File: src/rtl/rtfsm_pkg.sv
package rtfsm_pkg;

   // Bits needed to index n items (at least 1).
   function automatic int unsigned bits_for(input int unsigned n);
      int unsigned w;
      w = 1;
      while ((32'd1 << w) < n) w++;
      return w;
   endfunction

endpackage

File: src/rtl/rtfsm_cond_mux.sv
module rtfsm_cond_mux #(
   parameter int unsigned COND_W   = 8,
   parameter int unsigned BR_W     = 2,
   parameter int unsigned IDX_W    = 3,
   parameter bit          USE_CMUX = 1'b1
) (
   input  logic [BR_W*IDX_W-1:0] sel_i,
   input  logic [COND_W-1:0]     cond_i,
   output logic [BR_W-1:0]       br_o
);

   generate
      if (USE_CMUX) begin : g_select
         for (genvar b = 0; b < BR_W; b++) begin : g_bit
            logic [IDX_W-1:0] idx;
            assign idx     = sel_i[b*IDX_W +: IDX_W];
            assign br_o[b] = cond_i[idx];
         end
      end else begin : g_direct
         logic unused_sel;
         assign unused_sel = ^sel_i;
         assign br_o       = cond_i[BR_W-1:0];
      end
   endgenerate

   initial begin
      assert (USE_CMUX || COND_W == BR_W)
         else $error("direct branch wiring needs COND_W == BR_W");
      assert ((32'd1 << IDX_W) >= COND_W)
         else $error("IDX_W too narrow for COND_W");
   end

endmodule

File: src/rtl/rtfsm_table.sv
module rtfsm_table #(
   parameter int unsigned STATE_W = 3,
   parameter int unsigned NSTATES = 6,
   parameter int unsigned BR_W    = 2,
   parameter int unsigned OUT_W   = 6,
   parameter int unsigned COND_W  = 8,
   parameter int unsigned IDX_W   = 3,
   parameter int unsigned NROWS   = 1,
   parameter int unsigned ROW_W   = 2*STATE_W + BR_W + OUT_W,
   parameter int unsigned SEL_W   = BR_W*IDX_W,
   parameter logic [NROWS*ROW_W-1:0]   TRANS     = '0,
   parameter logic [NSTATES*SEL_W-1:0] STATE_SEL = '0
) (
   input  logic                      clk_i,
   input  logic                      rst_i,
   input  logic                      hold_i,
   input  logic [STATE_W+BR_W-1:0]   addr_i,
   output logic [STATE_W-1:0]        state_o,
   output logic [SEL_W-1:0]          sel_o,
   output logic [OUT_W-1:0]          out_o
);

   localparam int unsigned ADDR_W = STATE_W + BR_W;
   localparam int unsigned DEPTH  = 1 << ADDR_W;
   localparam int unsigned WORD_W = STATE_W + SEL_W + OUT_W;
   localparam logic [WORD_W-1:0] RST_WORD = {{STATE_W{1'b0}}, STATE_SEL[SEL_W-1:0], {OUT_W{1'b0}}};

   // Select entry that belongs to a state; 0 for codes outside the used range.
   function automatic logic [SEL_W-1:0] sel_of(input logic [STATE_W-1:0] s);
      logic [SEL_W-1:0] v;
      v = '0;
      if (int'(s) < int'(NSTATES)) v = STATE_SEL[int'(s)*SEL_W +: SEL_W];
      return v;
   endfunction

   // Word for one table address: last matching row wins, else self-loop with zero outputs.
   function automatic logic [WORD_W-1:0] make_word(input int unsigned a);
      logic [STATE_W-1:0] cur, nxt;
      logic [BR_W-1:0]    br;
      logic [OUT_W-1:0]   o;
      logic [ROW_W-1:0]   row;
      cur = STATE_W'(a >> BR_W);
      br  = BR_W'(a);
      nxt = cur;
      o   = '0;
      for (int r = 0; r < int'(NROWS); r++) begin
         row = TRANS[r*ROW_W +: ROW_W];
         if (row[ROW_W-1 -: STATE_W] == cur && row[OUT_W+STATE_W +: BR_W] == br) begin
            nxt = row[OUT_W +: STATE_W];
            o   = row[OUT_W-1:0];
         end
      end
      return {nxt, sel_of(nxt), o};
   endfunction

   logic [WORD_W-1:0] rom [DEPTH];

   generate
      for (genvar a = 0; a < DEPTH; a++) begin : g_word
         localparam logic [WORD_W-1:0] CONTENT = make_word(a);
         assign rom[a] = CONTENT;
      end
   endgenerate

   // Read port always enabled; the latched word is the state register.
   logic [WORD_W-1:0] word_q;

   always_ff @(posedge clk_i) begin
      if (rst_i)        word_q <= RST_WORD;
      else if (!hold_i) word_q <= rom[addr_i];
   end

   assign state_o = word_q[WORD_W-1 -: STATE_W];
   assign sel_o   = word_q[OUT_W +: SEL_W];
   assign out_o   = word_q[OUT_W-1:0];

   // Elaboration checks on the transition list and select entries.
   initial begin
      assert (NSTATES <= (32'd1 << STATE_W)) else $error("NSTATES exceeds STATE_W");
      assert (NROWS >= 1) else $error("empty transition list");
      for (int r = 0; r < int'(NROWS); r++) begin
         assert (int'(TRANS[r*ROW_W + OUT_W +: STATE_W]) < int'(NSTATES))
            else $error("row %0d targets an unused state", r);
         assert (int'(TRANS[r*ROW_W + ROW_W - STATE_W +: STATE_W]) < int'(NSTATES))
            else $error("row %0d starts from an unused state", r);
      end
      for (int k = 0; k < int'(NSTATES*BR_W); k++) begin
         assert (int'(STATE_SEL[k*IDX_W +: IDX_W]) < int'(COND_W))
            else $error("select entry %0d out of range", k);
      end
   end

   logic primed_q;
   always_ff @(posedge clk_i) begin
      if (rst_i) primed_q <= 1'b1;
   end


   reset_clears_chk: assert property (@(posedge clk_i)
      rst_i |=> (state_o == '0 && out_o == '0));


   hold_freezes_chk: assert property (@(posedge clk_i) disable iff (rst_i || !primed_q)
      hold_i |=> ($stable(state_o) && $stable(out_o)));


   sel_follows_state_chk: assert property (@(posedge clk_i) disable iff (rst_i || !primed_q)
      sel_o == sel_of(state_o));


   state_in_range_chk: assert property (@(posedge clk_i) disable iff (rst_i || !primed_q)
      int'(state_o) < int'(NSTATES));

endmodule

File: src/rtl/rom_table_fsm.sv
module rom_table_fsm #(
   parameter int unsigned STATE_W  = 3,
   parameter int unsigned NSTATES  = 6,
   parameter int unsigned BR_W     = 2,
   parameter int unsigned OUT_W    = 6,
   parameter int unsigned COND_W   = 8,
   parameter bit          USE_CMUX = 1'b1,
   parameter int unsigned NROWS    = 14,
   parameter logic [NROWS*(2*STATE_W+BR_W+OUT_W)-1:0] TRANS = {
      {3'd1, 2'd0, 3'd3, 6'h33},
      {3'd5, 2'd3, 3'd2, 6'h2A},
      {3'd4, 2'd2, 3'd3, 6'h15},
      {3'd4, 2'd0, 3'd0, 6'h0A},
      {3'd3, 2'd1, 3'd4, 6'h22},
      {3'd2, 2'd3, 3'd5, 6'h11},
      {3'd2, 2'd0, 3'd0, 6'h20},
      {3'd1, 2'd2, 3'd5, 6'h10},
      {3'd1, 2'd1, 3'd4, 6'h08},
      {3'd1, 2'd0, 3'd1, 6'h05},
      {3'd0, 2'd3, 3'd0, 6'h3F},
      {3'd0, 2'd2, 3'd3, 6'h04},
      {3'd0, 2'd1, 3'd2, 6'h02},
      {3'd0, 2'd0, 3'd1, 6'h01}},
   parameter logic [NSTATES*BR_W*rtfsm_pkg::bits_for(COND_W)-1:0] STATE_SEL = {
      3'd2, 3'd5,  3'd0, 3'd7,  3'd7, 3'd6,
      3'd5, 3'd4,  3'd3, 3'd2,  3'd1, 3'd0}
) (
   input  logic               clk_i,
   input  logic               rst_i,
   input  logic               hold_i,
   input  logic [COND_W-1:0]  cond_i,
   output logic [STATE_W-1:0] state_o,
   output logic [OUT_W-1:0]   out_o
);

   localparam int unsigned IDX_W = rtfsm_pkg::bits_for(COND_W);
   localparam int unsigned SEL_W = BR_W * IDX_W;
   localparam int unsigned ROW_W = 2*STATE_W + BR_W + OUT_W;

   logic [SEL_W-1:0]        sel;
   logic [BR_W-1:0]         br;
   logic [STATE_W+BR_W-1:0] addr;

   rtfsm_cond_mux #(
      .COND_W   (COND_W),
      .BR_W     (BR_W),
      .IDX_W    (IDX_W),
      .USE_CMUX (USE_CMUX)
   ) u_cmux (
      .sel_i  (sel),
      .cond_i (cond_i),
      .br_o   (br)
   );

   assign addr = {state_o, br};

   rtfsm_table #(
      .STATE_W   (STATE_W),
      .NSTATES   (NSTATES),
      .BR_W      (BR_W),
      .OUT_W     (OUT_W),
      .COND_W    (COND_W),
      .IDX_W     (IDX_W),
      .NROWS     (NROWS),
      .ROW_W     (ROW_W),
      .SEL_W     (SEL_W),
      .TRANS     (TRANS),
      .STATE_SEL (STATE_SEL)
   ) u_table (
      .clk_i   (clk_i),
      .rst_i   (rst_i),
      .hold_i  (hold_i),
      .addr_i  (addr),
      .state_o (state_o),
      .sel_o   (sel),
      .out_o   (out_o)
   );

endmodule

File: config.mk
export PLATFORM = sky130hd
export DESIGN_NAME = rom_table_fsm
export DESIGN_NICKNAME = d
export VERILOG_FILES = /design/src/rtl/rtfsm_pkg.sv /design/src/rtl/rtfsm_cond_mux.sv /design/src/rtl/rtfsm_table.sv /design/src/rtl/rom_table_fsm.sv
export SDC_FILE = /design/constraint.sdc
export NUM_CORES = 1
export LEC_CHECK = 0
export ABC_CLOCK_PERIOD_IN_PS = 3200
export CAP_MARGIN = 30
export CORE_ASPECT_RATIO = 0.75
export CORE_MARGIN = 5
export CORE_UTILIZATION = 34
export CTS_BUF_LIST = sky130_fd_sc_hd__clkbuf_4
export DETAILED_ROUTE_END_ITERATION = 6
export GPL_ROUTABILITY_DRIVEN = 0
export GPL_TIMING_DRIVEN = 0
export HOLD_SLACK_MARGIN = 0.12
export PLACE_DENSITY = 0.59
export SLEW_MARGIN = 25
export SYNTH_ARGS = -nofsm -noshare
export SYNTH_HDL_FRONTEND = slang
export SYNTH_SLANG_ARGS = --single-unit
export TNS_END_PERCENT = 50
File: constraint.sdc
create_clock -name clk_i -period 3.2 [get_ports clk_i]
set_input_delay 0.64 -clock clk_i [delete_from_list [all_inputs] [get_ports clk_i]]
set_output_delay 0.64 -clock clk_i [all_outputs]
set_load 0.01 [all_outputs]
---- Yosys cells after proc, flatten, opt, wreduce, memory -nomap -nowiden ----
Memory sizes are Yosys's and may differ from the RTL's. A register that Yosys moved wholly into a read port is not among the register bits.
Index checks and enable logic that the tools add are counted.
storage, ports and cells
  bits in registers ....................... 0
  latch bits .............................. 0
  bits in writable memories ............... 0
  ROM bits ................................ 480
  input port bits ......................... 11
  output and inout port bits .............. 9
  logic and storage cells ................. 9
  memories ................................ 1
operators by class
  add/subtract/negate cells ............... 0
  multipliers ............................. 0
  divide/modulo/power cells ............... 0
  $lt $le $gt $ge ......................... 2
  equality and inequality tests ........... 0
  shift operators ......................... 0
  muxes and demuxes ....................... 4
  bitwise operators ....................... 1
  reductions and logical operators ........ 1
memories
  memory            depth  width  read ports  clocked after Yosys merged registers in  write ports  line               RTL
  (name not given)  32     15     1           1                                        0            rtfsm_table.sv:70  else if (!hold_i) word_q <= rom[addr_i];
operator list
  operator                                                                      count
  3-bit by 4-bit less-than comparator with 1-bit output, second input constant  2
  1-bit binary-select mux with 3-bit select                                     2
  5-bit inverter with 6-bit output                                              1
  1-bit 2-to-1 mux                                                              2
  1-bit zero test                                                               1

---- Longest topological paths before layout ----
  depth after elaboration ................. 3
  gate-level depth with buffers ........... 10

---- By module ----
Synthesis repeated with hierarchy kept, for this count alone.
unflattened totals
  cell total of the unflattened synthesis .. 139
  area, all modules ....................... 1,241.2 µm²
by module, submodules not included
  module          instances  cells each  area an instance (µm²)  sequential area each (µm²)
  rtfsm_table     1          133         1,113.6                 300.3
  rtfsm_cond_mux  1          6           127.6                   0.0

---- Least setup slack after synthesis ----
No wires, ideal clock.
  kind .................................... in2reg
  start ................................... input cond_i[1]
  end ..................................... register u_table.word_q[13]
  data arrival time ....................... 2.485 ns
  required time ........................... 3.114 ns
  setup slack ............................. 0.629 ns
  stages on the path ...................... 10
  path buffers ............................ 0
  cells stage by stage .................... mux4_1 mux2i_4 inv_1 ha_1 nand2_1 o211a_1 o21ai_0 a21oi_1 nor2_1 a211oi_1
between the ends
  word-level cells in the longest chain between the ends .. 3
  elaborated cells on any way between the ends .. 5
ends and longest elaborated chain
  element                                                   line                  RTL
  start: declaration                                        rom_table_fsm.sv:31   input logic [COND_W-1:0] cond_i,
  1-bit binary-select mux with 3-bit select                 rtfsm_cond_mux.sv:17  assign br_o[b] = cond_i[idx];
  1-bit 2-to-1 mux (not written as such)                    rtfsm_cond_mux.sv:17
  5-bit inverter with 6-bit output (not written as such) *  rtfsm_table.sv:70
  end: declaration                                          rtfsm_table.sv:66     logic [WORD_W-1:0] word_q;
Every way passes the cells marked *; elsewhere a longest branch is shown, timed or not. The select of a mux whose other input is x is not followed.

---- Worst setup path in the final report ----
  start ................................... input cond_i[3]
  end ..................................... register u_table.word_q[11]
The elaborated chain is that of the path after synthesis.

==> insert_results.sql <==
INSERT INTO impl_metrics (metric_group, metric, value, unit) VALUES
('clocking', 'cts-hold-fix-buffers', '0', ''),
('floorplanning', 'design.die.area', '0.004570', 'mm²'),
('clocking', 'master_cell_of_the_clock_root_buffer', 'sky130_fd_sc_hd__clkbuf_4', ''),
('yosys', 'synth_simple_gate_area_frac', '0.1669', ''),
('final_layout', 'postLayoutCoreUtil', '0.4398', ''),
('clocking', 'cts_buffers', '3', ''),
('final_layout', 'largest_register', 'u_table.word_q', ''),
('timing', 'final-hold-violation-count', '0', ''),
('timing', 'max_slew.worst_pin.slew', '0.5248', 'ns'),
('final_layout', 'antenna_cells', '0', ''),
('floorplanning', 'chipWidth', '76.42', 'µm'),
('pwr', 'seqPwrFrac', '0.249', ''),
('yosys', 'yosys.area.top_type_share', '0.2670', ''),
('yosys', 'synth.yosys.seq_area_share', '0.2670', ''),
('clocking', 'cts_sinks', '15', ''),
('timing', 'worst_slack', '0.1526', 'ns'),
('final_layout', 'top_regs', 'u_table.word_q (15)', ''),
('placed_design', 'place.port_buffers', '19', ''),
('timing', 'final-max-slew-violation-count', '0', ''),
('worst_setup_path', 'cp-end-kind', 'flip-flop', ''),
('pwr', 'sw_frac_of_total', '0.4548', ''),
('yosys', 'synthXorXnorAreaFrac', '0', ''),
('yosys', 'ys_ff_latch', '15', ''),
('yosys', 'post_synth_instance_area', '0.001125', 'mm²'),
('global_route', 'grt_first_pass_wirelength', '5.037', 'mm'),
('worst_setup_path', 'crit_chain', 'clkdlybuf4s50_1 > mux4_1 > mux2i_4 > buf_4 > ha_1 > nor2b_1 > o21ai_0 > o21ai_0 > mux2i_1 > nor2_1', ''),
('yosys', 'synth_compound_gate_area_share', '0.2469', ''),
('yosys', 'synthArstFlopShare', '0', ''),
('timing', 'post-route-period-util', '0.9523', ''),
('yosys', 'yosys-top-cells-area', 'sky130_fd_sc_hd__dfxtp_1, sky130_fd_sc_hd__ha_1, sky130_fd_sc_hd__a21oi_1, sky130_fd_sc_hd__mux2i_1, sky130_fd_sc_hd__mux4_1', ''),
('routing', 'postRouteAntennaNets', '0', ''),
('yosys', 'yosys-mux-area-fraction', '0.1824', ''),
('yosys', 'largest_family_of_logic_cells_by_synthesized_area', 'compound AO/OA/AOI/OAI gates', ''),
('global_route', 'number_of_antenna_violations_at_the_first_check_in_global_routing', '0', ''),
('final_layout', 'layout-drive-gt1-share', '0.09202', ''),
('yosys', 'yosysWarnings', '0', ''),
('worst_setup_path', 'worst_ep_arrival_time', '3.20', 'ns'),
('yosys', 'netlist_top_cells_count', 'sky130_fd_sc_hd__dfxtp_1, sky130_fd_sc_hd__a21oi_1, sky130_fd_sc_hd__nand2_1', ''),
('final_layout', 'final_cell_area', '0.001426', 'mm²'),
('timing', 'timing.clock.skew', '0.003275', 'ns'),
('pwr', 'cell_internal_pwr', '0.6254', 'mW'),
('run_status', 'outcome', 'finished, final reports clean', ''),
('pwr', 'power_per_cell_area', '804.2', 'mW/mm²'),
('hold_path', 'min_path_type', 'reg2reg', ''),
('timing', 'layout_min_cycle_time', '3.047', 'ns'),
('pwr', 'total_switching_power', '0.5217', 'mW'),
('pwr', 'leakage', '0.5608', 'nW'),
('timing', 'relSlewSlack', '0.6501', ''),
('worst_setup_path', 'critical-path-slowest-cell', 'sky130_fd_sc_hd__mux4_1', ''),
('floorplanning', 'initial_utilization', '0.3468', ''),
('yosys', 'count_leader_synth', 'sky130_fd_sc_hd__dfxtp_1', ''),
('worst_setup_path', 'critPathKind', 'in2reg', ''),
('yosys', 'syn_inst', '137', ''),
('placed_design', 'post-place-ws', '-0.1443', 'ns'),
('clocking', 'cts_htree_levels', '1', ''),
('routing', 'firstDrtPassIters', '4', ''),
('routing', 'wl_per_cell', '15.45', 'µm'),
('final_layout', 'largest_register_ffs', '15', ''),
('worst_setup_path', 'cp_data_required_time', '3.36', 'ns'),
('floorplanning', 'core_area', '0.003243', 'mm²'),
('yosys', 'syn_nets', '155', ''),
('timing', 'max_freq', '328.1', 'MHz'),
('routing', 'avgViaCountPerCell', '5.537', ''),
('pwr', 'share_comb_of_total_power', '0.650', ''),
('clocking', 'clk-insertion-delay-late', '0.28', 'ns'),
('yosys', 'syn_avg_cell_area', '8.210', 'µm²'),
('pwr', 'share_clk_of_total_power', '0.101', ''),
('yosys', 'synth_top_cell_by_area', 'sky130_fd_sc_hd__dfxtp_1', ''),
('routing', 'aggregate_routed_wire_length', '3.136', 'mm'),
('placed_design', 'dpl-instance-area', '0.001365', 'mm²'),
('run', 'cap_violations', '0', '');
==> final timing paths <==
path                            cells after the start  slack, ns                           start                               to
worst max-delay path                               10       0.15                       cond_i[3]  u_table.word_q[11]$_SDFFE_PP0N_
worst max register to register                      9       0.48  u_table.word_q[6]$_SDFFE_PP0N_  u_table.word_q[11]$_SDFFE_PP0N_
worst min-delay path                                2       0.48  u_table.word_q[3]$_SDFFE_PP0N_   u_table.word_q[3]$_SDFFE_PP0N_
worst min register to register                      2       0.48  u_table.word_q[3]$_SDFFE_PP0N_   u_table.word_q[3]$_SDFFE_PP0N_
==> worst max-delay path, delay by kind of cell <==
family                     cells  cell delay (ns)
and+or+nand+nor                2             0.20
adders and majority gates      1             0.27
AOI/OAI and AO/OA              2             0.47
buffers and inverters          2             0.62
muxes                          3             1.00
==> routing by layer <==
layer / wire, µm / part of all wire / track usage / vias to the layer above
met5: 0 / 0 / 0 / -
li1: - / - / - / 549
met2: 1394 / 0.44 / 0.2195 / 49
met1: 1414 / 0.45 / 0.1921 / 524
met4: 4 / 0.0013 / 0.007481 / 0
met3: 321 / 0.10 / 0.04367 / 2
==> cell families after synthesis <==
kind of cell	Yosys count
DFF	15
muxes	13
AOI/OAI and AO/OA	43
and+or+nand+nor	42
buffers and inverters	17
adders and majority gates	7
==> cells in the final DEF, fill, tap and decap left out, types with 4 or more instances in the layout <==
master                            netlist  final
sky130_fd_sc_hd__nor2_1                12     12
sky130_fd_sc_hd__ha_1                   7      7
sky130_fd_sc_hd__dfxtp_1               15     15
sky130_fd_sc_hd__a21oi_1               14     14
sky130_fd_sc_hd__clkbuf_4               0      4
sky130_fd_sc_hd__inv_1                  7      7
sky130_fd_sc_hd__nor2b_1                4      4
sky130_fd_sc_hd__mux2i_1                6      6
sky130_fd_sc_hd__nand2_1               14     14
sky130_fd_sc_hd__o21ai_0                8      8
sky130_fd_sc_hd__clkbuf_1               6      6
sky130_fd_sc_hd__nor3_1                 6      6
sky130_fd_sc_hd__clkdlybuf4s50_1        0     19
==> power groups by stage <==
stage	clock, mW	combinational, mW	sequential [mW]
after floorplan	0	0.495	0.290
after global placement	0	0.699	0.286
after detailed placement	0	0.700	0.288
after CTS	0.119	0.707	0.284
after global routing	0.127	0.826	0.292
final	0.115	0.746	0.286
==> per-stage QoR <==
step	hold WS (ns)	setup TNS, ns
6_report	0.4814	0
5_1_grt	0.5125	-0.01322
4_1_cts	0.4863	0
3_5_place_dp	0.4732	-0.3545
3_3_place_gp	0.4631	-0.1084
2_1_floorplan	0.4683	0
==> layout make-up <==
class                      count  area, µm²  area share
tap                           40      50.05     0.03509
multi-input combinational    105      767.0      0.5377
timing repair buffer          22      212.7      0.1491
inverter                       8      30.03     0.02105
sequential                    15      300.3      0.2105
clock buffer                   4      30.03     0.02105
buffer                         9      36.28     0.02544
==> timing repair <==
action | 4_1_cts | 5_1_grt
endpoints found under the setup margin | 0 | 2
endpoints found under the hold margin | 0 | 0
setup buffers | 0 | 3
resized for setup | 0 | 1
No activity file was read; power rests on OpenSTA's default activity.
